<file path="config.mk">
export PLATFORM = sky130hd
export DESIGN_NAME = irq_dma_router
export DESIGN_NICKNAME = d
export VERILOG_FILES = /design/src/rtl/irq_route_pkg.sv /design/src/rtl/irq_req_bank.sv /design/src/rtl/irq_mask_reg.sv /design/src/rtl/irq_route_logic.sv /design/src/rtl/irq_dma_router.sv
export SDC_FILE = /design/constraint.sdc
export NUM_CORES = 1
export LEC_CHECK = 0
export ABC_AREA = 1
export CORE_ASPECT_RATIO = 0.5
export CORE_MARGIN = 3
export CORE_UTILIZATION = 33
export CTS_CLUSTER_SIZE = 14
export DETAILED_ROUTE_END_ITERATION = 8
export PLACE_DENSITY_LB_ADDON = 0.1
export SLEW_MARGIN = 5
export SYNTH_ARGS = -nofsm -noshare
export SYNTH_HDL_FRONTEND = slang
export SYNTH_SLANG_ARGS = --single-unit
</file>
<file path="constraint.sdc">
create_clock -name clk -period 0.93 [get_ports clk]
set_input_delay 0.186 -clock clk [delete_from_list [all_inputs] [get_ports clk]]
set_output_delay 0.186 -clock clk [all_outputs]
set_load 0.01 [all_outputs]
</file>
<file path="src/rtl/irq_route_pkg.sv">
package irq_route_pkg;

    localparam int SRC_N = 13;
    localparam int BUS_W = 32;

    typedef enum int unsigned {
        SRC_XFER_DONE = 0,
        SRC_PROG_DONE = 1,
        SRC_CMD_END   = 2,
        SRC_STOP_CMD  = 3,
        SRC_CLK_OFF   = 4,
        SRC_RX_SVC    = 5,
        SRC_TX_SVC    = 6,
        SRC_XFER_TMR  = 7,
        SRC_DATA_ERR  = 8,
        SRC_RESP_ERR  = 9,
        SRC_RD_STALL  = 10,
        SRC_CARD_INT  = 11,
        SRC_SUSP_ACK  = 12
    } src_idx_e;

    typedef logic [SRC_N-1:0] src_vec_t;

    typedef struct packed {
        logic irq;
        logic dma_rx;
        logic dma_tx;
    } route_out_t;

    function automatic src_vec_t one_hot(input int unsigned idx);
        src_vec_t v;
        v = '0;
        v[idx] = 1'b1;
        return v;
    endfunction

    function automatic src_vec_t fifo_svc_bits();
        return one_hot(int'(SRC_RX_SVC)) | one_hot(int'(SRC_TX_SVC));
    endfunction

endpackage

</file>
<file path="src/rtl/irq_req_bank.sv">
module irq_req_bank #(
    parameter int N = irq_route_pkg::SRC_N
) (
    input  logic         clk,
    input  logic         rst,
    input  logic [N-1:0] set_vec,
    input  logic [N-1:0] clr_vec,
    output logic [N-1:0] req_q
);
    // One sticky flop per source; a set beats a clear in the same cycle.
    for (genvar g = 0; g < N; g++) begin : g_bit
        logic bit_q;
        always_ff @(posedge clk) begin
            if (rst) begin
                bit_q <= 1'b0;
            end else if (set_vec[g]) begin
                bit_q <= 1'b1;
            end else if (clr_vec[g]) begin
                bit_q <= 1'b0;
            end
        end
        assign req_q[g] = bit_q;
    end
endmodule

</file>
<file path="src/rtl/irq_mask_reg.sv">
module irq_mask_reg #(
    parameter int N = irq_route_pkg::SRC_N,
    parameter int W = irq_route_pkg::BUS_W
) (
    input  logic         clk,
    input  logic         rst,
    input  logic         wr_en,
    input  logic [W-1:0] wr_data,
    output logic [N-1:0] mask_q
);
    localparam int KEEP = (N < W) ? N : W;

    logic [N-1:0] next_mask;

    always_comb begin
        next_mask = '0;
        next_mask[KEEP-1:0] = wr_data[KEEP-1:0];
    end

    always_ff @(posedge clk) begin
        if (rst) begin
            mask_q <= '0;
        end else if (wr_en) begin
            mask_q <= next_mask;
        end
    end
endmodule

</file>
<file path="src/rtl/irq_route_logic.sv">
module irq_route_logic
    import irq_route_pkg::*;
#(
    parameter int N = SRC_N
) (
    input  logic [N-1:0] req,
    input  logic [N-1:0] mask,
    input  logic         dma_mode,
    output route_out_t   route
);
    localparam int RX_POS = int'(SRC_RX_SVC);
    localparam int TX_POS = int'(SRC_TX_SVC);

    logic [N-1:0] dma_steal;
    logic [N-1:0] eff_mask;
    logic [N-1:0] pending;

    // In DMA mode the FIFO-service bits are stolen from the CPU path.
    for (genvar g = 0; g < N; g++) begin : g_src
        if (g == RX_POS || g == TX_POS) begin : g_svc
            assign dma_steal[g] = dma_mode;
        end else begin : g_plain
            assign dma_steal[g] = 1'b0;
        end
        assign eff_mask[g] = mask[g] | dma_steal[g];
        assign pending[g]  = req[g] & ~eff_mask[g];
    end

    always_comb begin
        route.irq    = |pending;
        route.dma_rx = dma_mode & req[RX_POS];
        route.dma_tx = dma_mode & req[TX_POS];
    end
endmodule

</file>
<file path="src/rtl/irq_dma_router.sv">
module irq_dma_router
    import irq_route_pkg::*;
(
    input  logic                clk,
    input  logic                rst,
    input  logic [SRC_N-1:0]    evt_set_i,
    input  logic [SRC_N-1:0]    clr_strobe_i,
    input  logic                rx_pop_i,
    input  logic                tx_push_i,
    input  logic                mask_wr_en_i,
    input  logic [BUS_W-1:0]    mask_wr_data_i,
    input  logic                dma_mode_i,
    output logic                irq_o,
    output logic                dma_rx_req_o,
    output logic                dma_tx_req_o,
    output logic [SRC_N-1:0]    req_bits_o,
    output logic [SRC_N-1:0]    mask_bits_o
);
    src_vec_t   req_q;
    src_vec_t   mask_q;
    src_vec_t   clr_all;
    route_out_t route;

    // Software strobes merged with the FIFO access side effects.
    always_comb begin
        clr_all = clr_strobe_i;
        if (rx_pop_i)  clr_all = clr_all | one_hot(int'(SRC_RX_SVC));
        if (tx_push_i) clr_all = clr_all | one_hot(int'(SRC_TX_SVC));
    end

    irq_req_bank #(.N(SRC_N)) u_req (
        .clk     (clk),
        .rst     (rst),
        .set_vec (evt_set_i),
        .clr_vec (clr_all),
        .req_q   (req_q)
    );

    irq_mask_reg #(.N(SRC_N), .W(BUS_W)) u_mask (
        .clk     (clk),
        .rst     (rst),
        .wr_en   (mask_wr_en_i),
        .wr_data (mask_wr_data_i),
        .mask_q  (mask_q)
    );

    irq_route_logic #(.N(SRC_N)) u_route (
        .req      (req_q),
        .mask     (mask_q),
        .dma_mode (dma_mode_i),
        .route    (route)
    );

    assign irq_o        = route.irq;
    assign dma_rx_req_o = route.dma_rx;
    assign dma_tx_req_o = route.dma_tx;
    assign req_bits_o   = req_q;
    assign mask_bits_o  = mask_q;
endmodule

</file>
==> out/results.ini, run 1 <==
[status]
outcome=complete, but fails checks
violations=setup timing

[logic_synthesis]
synth_compound_gate_area_share_pct=18.4
syn_area_per_cell_um2=7.79
synth_seq_cells=26
synthCells=155
synth_fa_ha_area_share_pct=0
yosys-mux-area-fraction_pct=0
synth_top_family_by_area=buffers and inverters
ys_seq_area_share_pct=43.1
netlist-cell-type-count=12
syn_area_um2=1210
synth_fp_nets=219
synth-simple-area-share_pct=16.6
post_synth_xor_area_fraction_pct=0
yosysWarnings=0

[cts]
numCtsBuffers=3
cts_tree=yes
clock-root-buffer=clkbuf_8
htree_levels=1
clockBufferDepth=2
clkSinkCount=26
insertion_delay_ps=270
clk_pin_slew_ps=90
holdBufCountCts=0

[detailed_routing]
wl_per_cell_um=10.8
vias_per_cell=4.18
drc=0
first_pass_iters=4
antenna_left=0
wirelength_um=3220
drt-initial-drc-count=28
vias=1241

[floorplan]
placementRows=14
die_h_um=48.8
die_x_um=91.5
initial_utilization_pct=37.3
coreArea_um2=3240
die_area_um2=4460
io_pins=93

[worst_setup_path]
crit_type=register to primary output
cp_slowest_stage_delay_ps=340
crit_buf_inv=2
ff2ff_setup_slack_ps=80
path_max_fanout=2
cp-start-kind=register
crit_top_cell=nand2_1
critPathCaptureType=primary output
path_delay_family=simple AND/OR/NAND/NOR gates
path_cells=inv_1 -> nand2_1 -> nand3_2 -> nor2_4 -> nand2_1 -> buf_2
cp_data_required_time_ps=740
slowest_stage=dfxtp_2
critical_path_arrival_ps=1160

[timing]
worst_slew_pin_slew_ps=254
setup_violations=21
min_period_ps=1340
hold_violations=0
max_freq_mhz=745
layout_setup_ws_ps=-412
fin_skew_ps=0
finalSetupTns_ps=-2370
timing.final.crit_share_pct=144
rsz0062_at_grt=true
finalMaxSlewViolations=0
slew_headroom_pct=83.0

[power]
powerDensity_nw_per_um2=1210
power.switching_mw=0.697
vdd_drop_max_mv=0.845
p_int_mw=2.12
power_frac_seq_pct=44.6
clkPwrFrac_pct=25.6
p_comb_share_pct=29.8
leakage_nw=1.10
swShare_pct=24.7

[placement]
place_congestion=0.688
dp_slack_ps=-668
dp_hpwl_um=2290
portBuffers=73

[cells_and_area]
drive_gt1_share_pct=46.6
area_delta_synth_final_pct=93.5
final_cell_mix=clkdlybuf4s50_1 (43), buf_6 (43), nor2_1 (29)
nets=314
antenna_cells=0

[global_routing]
grt_pass1_vias=1193
grt.total_usage_pct=14.5
grt_max_degree=27
antenna_found_initial=0
grt-ovfl-total=0
grt_pass1_wl_um=5200

[flow_run]
maxCapViolCount=0

[hold_path]
hold_path_class=register to register

## worst paths after layout
kind | from | to | depth (start not counted)
min reg2reg | u_mask.mask_q[10] | u_mask.mask_q[10] | 2
min | u_mask.mask_q[10] | u_mask.mask_q[10] | 2
max | u_mask.mask_q[1] | irq_o | 6
max reg2reg | u_req.g_bit[10].bit_q | u_req.g_bit[10].bit_q | 4
## worst register-to-register path, delay by kind of cell, from the launching register on
kind / cells / cell delay (ps)
flip-flops: 1 / 330
AND/OR/NAND/NOR: 1 / 50
AO/OA/AOI/OAI: 1 / 140
buffers and inverters: 2 / 230
## power by group through the flow
stage / clock [mW] / combinational [mW] / sequential, mW
5_1_grt: 0.787 / 0.905 / 1.26
6_report: 0.721 / 0.839 / 1.26
3_3_place_gp: 0 / 0.752 / 1.25
4_1_cts: 0.753 / 0.804 / 1.25
3_5_place_dp: 0 / 0.759 / 1.26
2_1_floorplan: 0 / 0.283 / 1.28
## logic make-up (layout without fill, tap and decap cells)
logic type	Yosys count	count (layout)
AOI/OAI and AO/OA	27	27
and+or+nand+nor	53	53
buffers and inverters	49	143
DFF	26	26
## area by class of cell
cell class              instances  area [um^2]
clock buffers                   4         55.1
well taps                      48         60.1
repair buffers                108         1100
inverters                      31          116
multi-input cells              80          453
fillers                       257          905
flip-flops and latches         26          553
## through the flow
step	util, %	area, um^2	total power, mW	instances	hold slack (ps)
detailed placement	65.5	2120	2.01	290	474
global placement	65.5	2120	2.00	290	465
floorplan	-	1210	1.56	155	303
CTS	69.9	2260	2.81	296	481
finish	72.1	2340	2.82	297	482
global route	72.1	2340	2.95	297	507
## cell usage after synthesis (all sizes together)
master | instances | area, um^2
nor2 | 30 | 113
a211oi | 13 | 153
dfxtp | 26 | 521
buf | 18 | 148
nand2 | 22 | 82.6
nand3 | 1 | 5.00
a21oi | 14 | 70.1
inv | 31 | 116
## flip-flops by register name (all words and copies together), names as in the netlist
name               flops
u_mask.mask_q         13
u_req.g_bit.bit_q     13
## per-layer routing
| metal | global-route usage, % | share of wire [%] | vias up |
|---|---|---|---|
| met5 | 0 | 0 | - |
| met3 | 5.24 | 7.1 | 4 |
| met2 | 26.7 | 50 | 41 |
| met1 | 15.9 | 42 | 551 |
| met4 | 3.75 | 1.1 | 0 |
| li1 | - | - | 645 |
## repair_timing
item	CTS	global route
endpoints found under the setup margin	29	28
endpoints found under the hold margin	0	0
setup buffers	4	5
pin swaps	3	1
gates resized for setup	177	20
Note: power is estimated with default switching activity, not from simulation.
==> run 2: changes to the inputs <==
--- a/config.mk
+++ b/config.mk
@@ -6,11 +6,13 @@
 export NUM_CORES = 1
 export LEC_CHECK = 0
 export ABC_AREA = 1
+export CAP_MARGIN = 20
 export CORE_ASPECT_RATIO = 0.5
 export CORE_MARGIN = 3
 export CORE_UTILIZATION = 33
 export CTS_CLUSTER_SIZE = 14
 export DETAILED_ROUTE_END_ITERATION = 8
+export GPL_TIMING_DRIVEN = 0
 export PLACE_DENSITY_LB_ADDON = 0.1
 export SLEW_MARGIN = 5
 export SYNTH_ARGS = -nofsm -noshare
==> out/results.ini, run 2 (synthesis gave the netlist of run 1 again) <==
[cells_and_area]
drive_gt1_share_pct=48.4
finish.utilization_pct=69.6
antenna_cells=0
final_cell_mix=buf_6 (41), clkdlybuf4s50_1 (41), nor2_1 (29)
nFillCells=269
fin_area_um2=2260
multiInputGateArea_um2=448
layout.cells.non_filler=292
nets=309
seqCellArea_um2=553
area_delta_synth_final_pct=86.8
reg.largest.list=u_mask.mask_q (13), u_req.g_bit.bit_q (13)

[power]
power.switching_mw=0.695
p_comb_share_pct=28.4
swShare_pct=25.1
leakage_nw=1.07
clkPwrFrac_pct=26.4
vdd_drop_max_mv=0.649
power_frac_seq_pct=45.2
p_int_mw=2.08
powerDensity_nw_per_um2=1230
finalPower_mw=2.77

[global_routing]
antenna_found_initial=0
gr-max-usage-layer=met2
grt-ovfl-total=0
grt_max_degree=15
met3_usage_pct=6.16
grt.total_usage_pct=14.5
met1_usage_pct=18.6
grt_pass1_wl_um=5160
grt_util_met2_pct=22.9
grt_pass1_vias=1089

[detailed_routing]
first_pass_iters=4
drc=0
antenna_left=0
vias_per_cell=4.24
wl_per_cell_um=11.1
wirelength_um=3240
vias=1238
drt-initial-drc-count=23

[worst_setup_path]
crit_type=register to primary output
crit_top_cell=nand2_1
worstRegToRegCells=4
slowest_stage=dfxtp_2
path_cells=inv_1 -> nand2_1 -> nand2_1 -> inv_1 -> nand2_2 -> nor2_2 -> nand2_1 -> buf_6
cp_data_required_time_ps=740
crit_buf_inv=3
cp-start-kind=register
critPathCaptureType=primary output
critical_path_arrival_ps=1150
r2r_start=u_req.g_bit[4].bit_q
reg2reg_to=u_req.g_bit[4].bit_q
ff2ff_setup_slack_ps=80
cp_slowest_stage_delay_ps=330
path_delay_family=flip-flops
path_max_fanout=2

[cts]
clock-root-buffer=clkbuf_8
numCtsBuffers=3
clkSinkCount=26
insertion_delay_ps=270
cts_tree=yes
htree_levels=1
clk_pin_slew_ps=90
clockBufferDepth=2

[floorplan]
die_area_um2=4460
placementRows=14
die_h_um=48.8
io_pins=93
coreArea_um2=3240
die_x_um=91.5
initial_utilization_pct=37.3

[timing]
worst_slew_pin_slew_ps=222
setup_violations=19
layout_setup_ws_ps=-408
finalMaxSlewViolations=0
hold_ws_ps=113
rsz0062_at_grt=true
max_freq_mhz=748
hold_violations=0
slew_headroom_pct=85.2
fin_skew_ps=0
min_period_ps=1340
timing.final.crit_share_pct=144

[placement]
dpl_cell_area_um2=2000
dp_hpwl_um=2440
portBuffers=72
place_inst=275
place_congestion=0.702

[hold_path]
holdPathEnd=u_mask.mask_q[12]
min_from=rst
hold_path_class=input port to register
min_path_cells=2

[status]
violations=setup timing
outcome=complete, but fails checks

[flow_run]
maxCapViolCount=0

run 2: cell count changes in the layout (fill, tap and decap cells not counted), moves of 2 or more:
cell,change
nand2_1,-4
nand2_4,-2
buf_12,-2
clkdlybuf4s50_1,-2
buf_4,-7
nand2_2,+6
buf_6,-2
buf_2,+6
inv_1,-2
run 2: final cells by class:
| cell class | count | area share, % |
|---|---|---|
| multi-input cells | 80 | 19.9 |
| flip-flops and latches | 26 | 24.5 |
| well taps | 48 | 2.66 |
| plain buffers | 7 | 3.38 |
| clock buffers | 4 | 2.44 |
| repair buffers | 96 | 41.9 |
| inverters | 31 | 5.27 |
run 2: per-layer routing:
metal / share of wire, % / vias to the layer above
li1: - / 645
met1: 43 / 547
met2: 47 / 41
met3: 9.3 / 5
met4: 0.80 / 0
met5: 0 / -
run 2: how the worst max path moves through the flow:
stage / cells past startpoint / start / to
detailed placement: 5 / dma_mode_i / irq_o
floorplan: 7 / u_mask.mask_q[9] / irq_o
finish: 8 / u_mask.mask_q[10] / irq_o
global route: 8 / u_mask.mask_q[3] / irq_o
CTS: 8 / u_mask.mask_q[9] / irq_o
global placement: 5 / dma_mode_i / irq_o
run 2: power by group through the flow:
stage | combinational (mW) | clock (mW) | sequential, mW
final | 0.786 | 0.732 | 1.25
after global routing | 0.855 | 0.798 | 1.26
after CTS | 0.742 | 0.762 | 1.25
after detailed placement | 0.682 | 0 | 1.27
after global placement | 0.674 | 0 | 1.26
after floorplan | 0.283 | 0 | 1.28
run 2: stage by stage:
step                TNS [ps]  setup slack (ps)
floorplan                  0             0.635
global placement       -9480              -717
detailed placement     -9950              -708
CTS                    -2660              -438
global route           -3160              -487
finish                 -2380              -408
run 2: timing repair:
item,CTS,global route
gates cloned,0,0
endpoints found under the hold margin,0,0
endpoints found under the setup margin,29,40
pin swaps,4,9
gates resized for setup,174,26
hold buffers,0,0
setup buffers,19,10
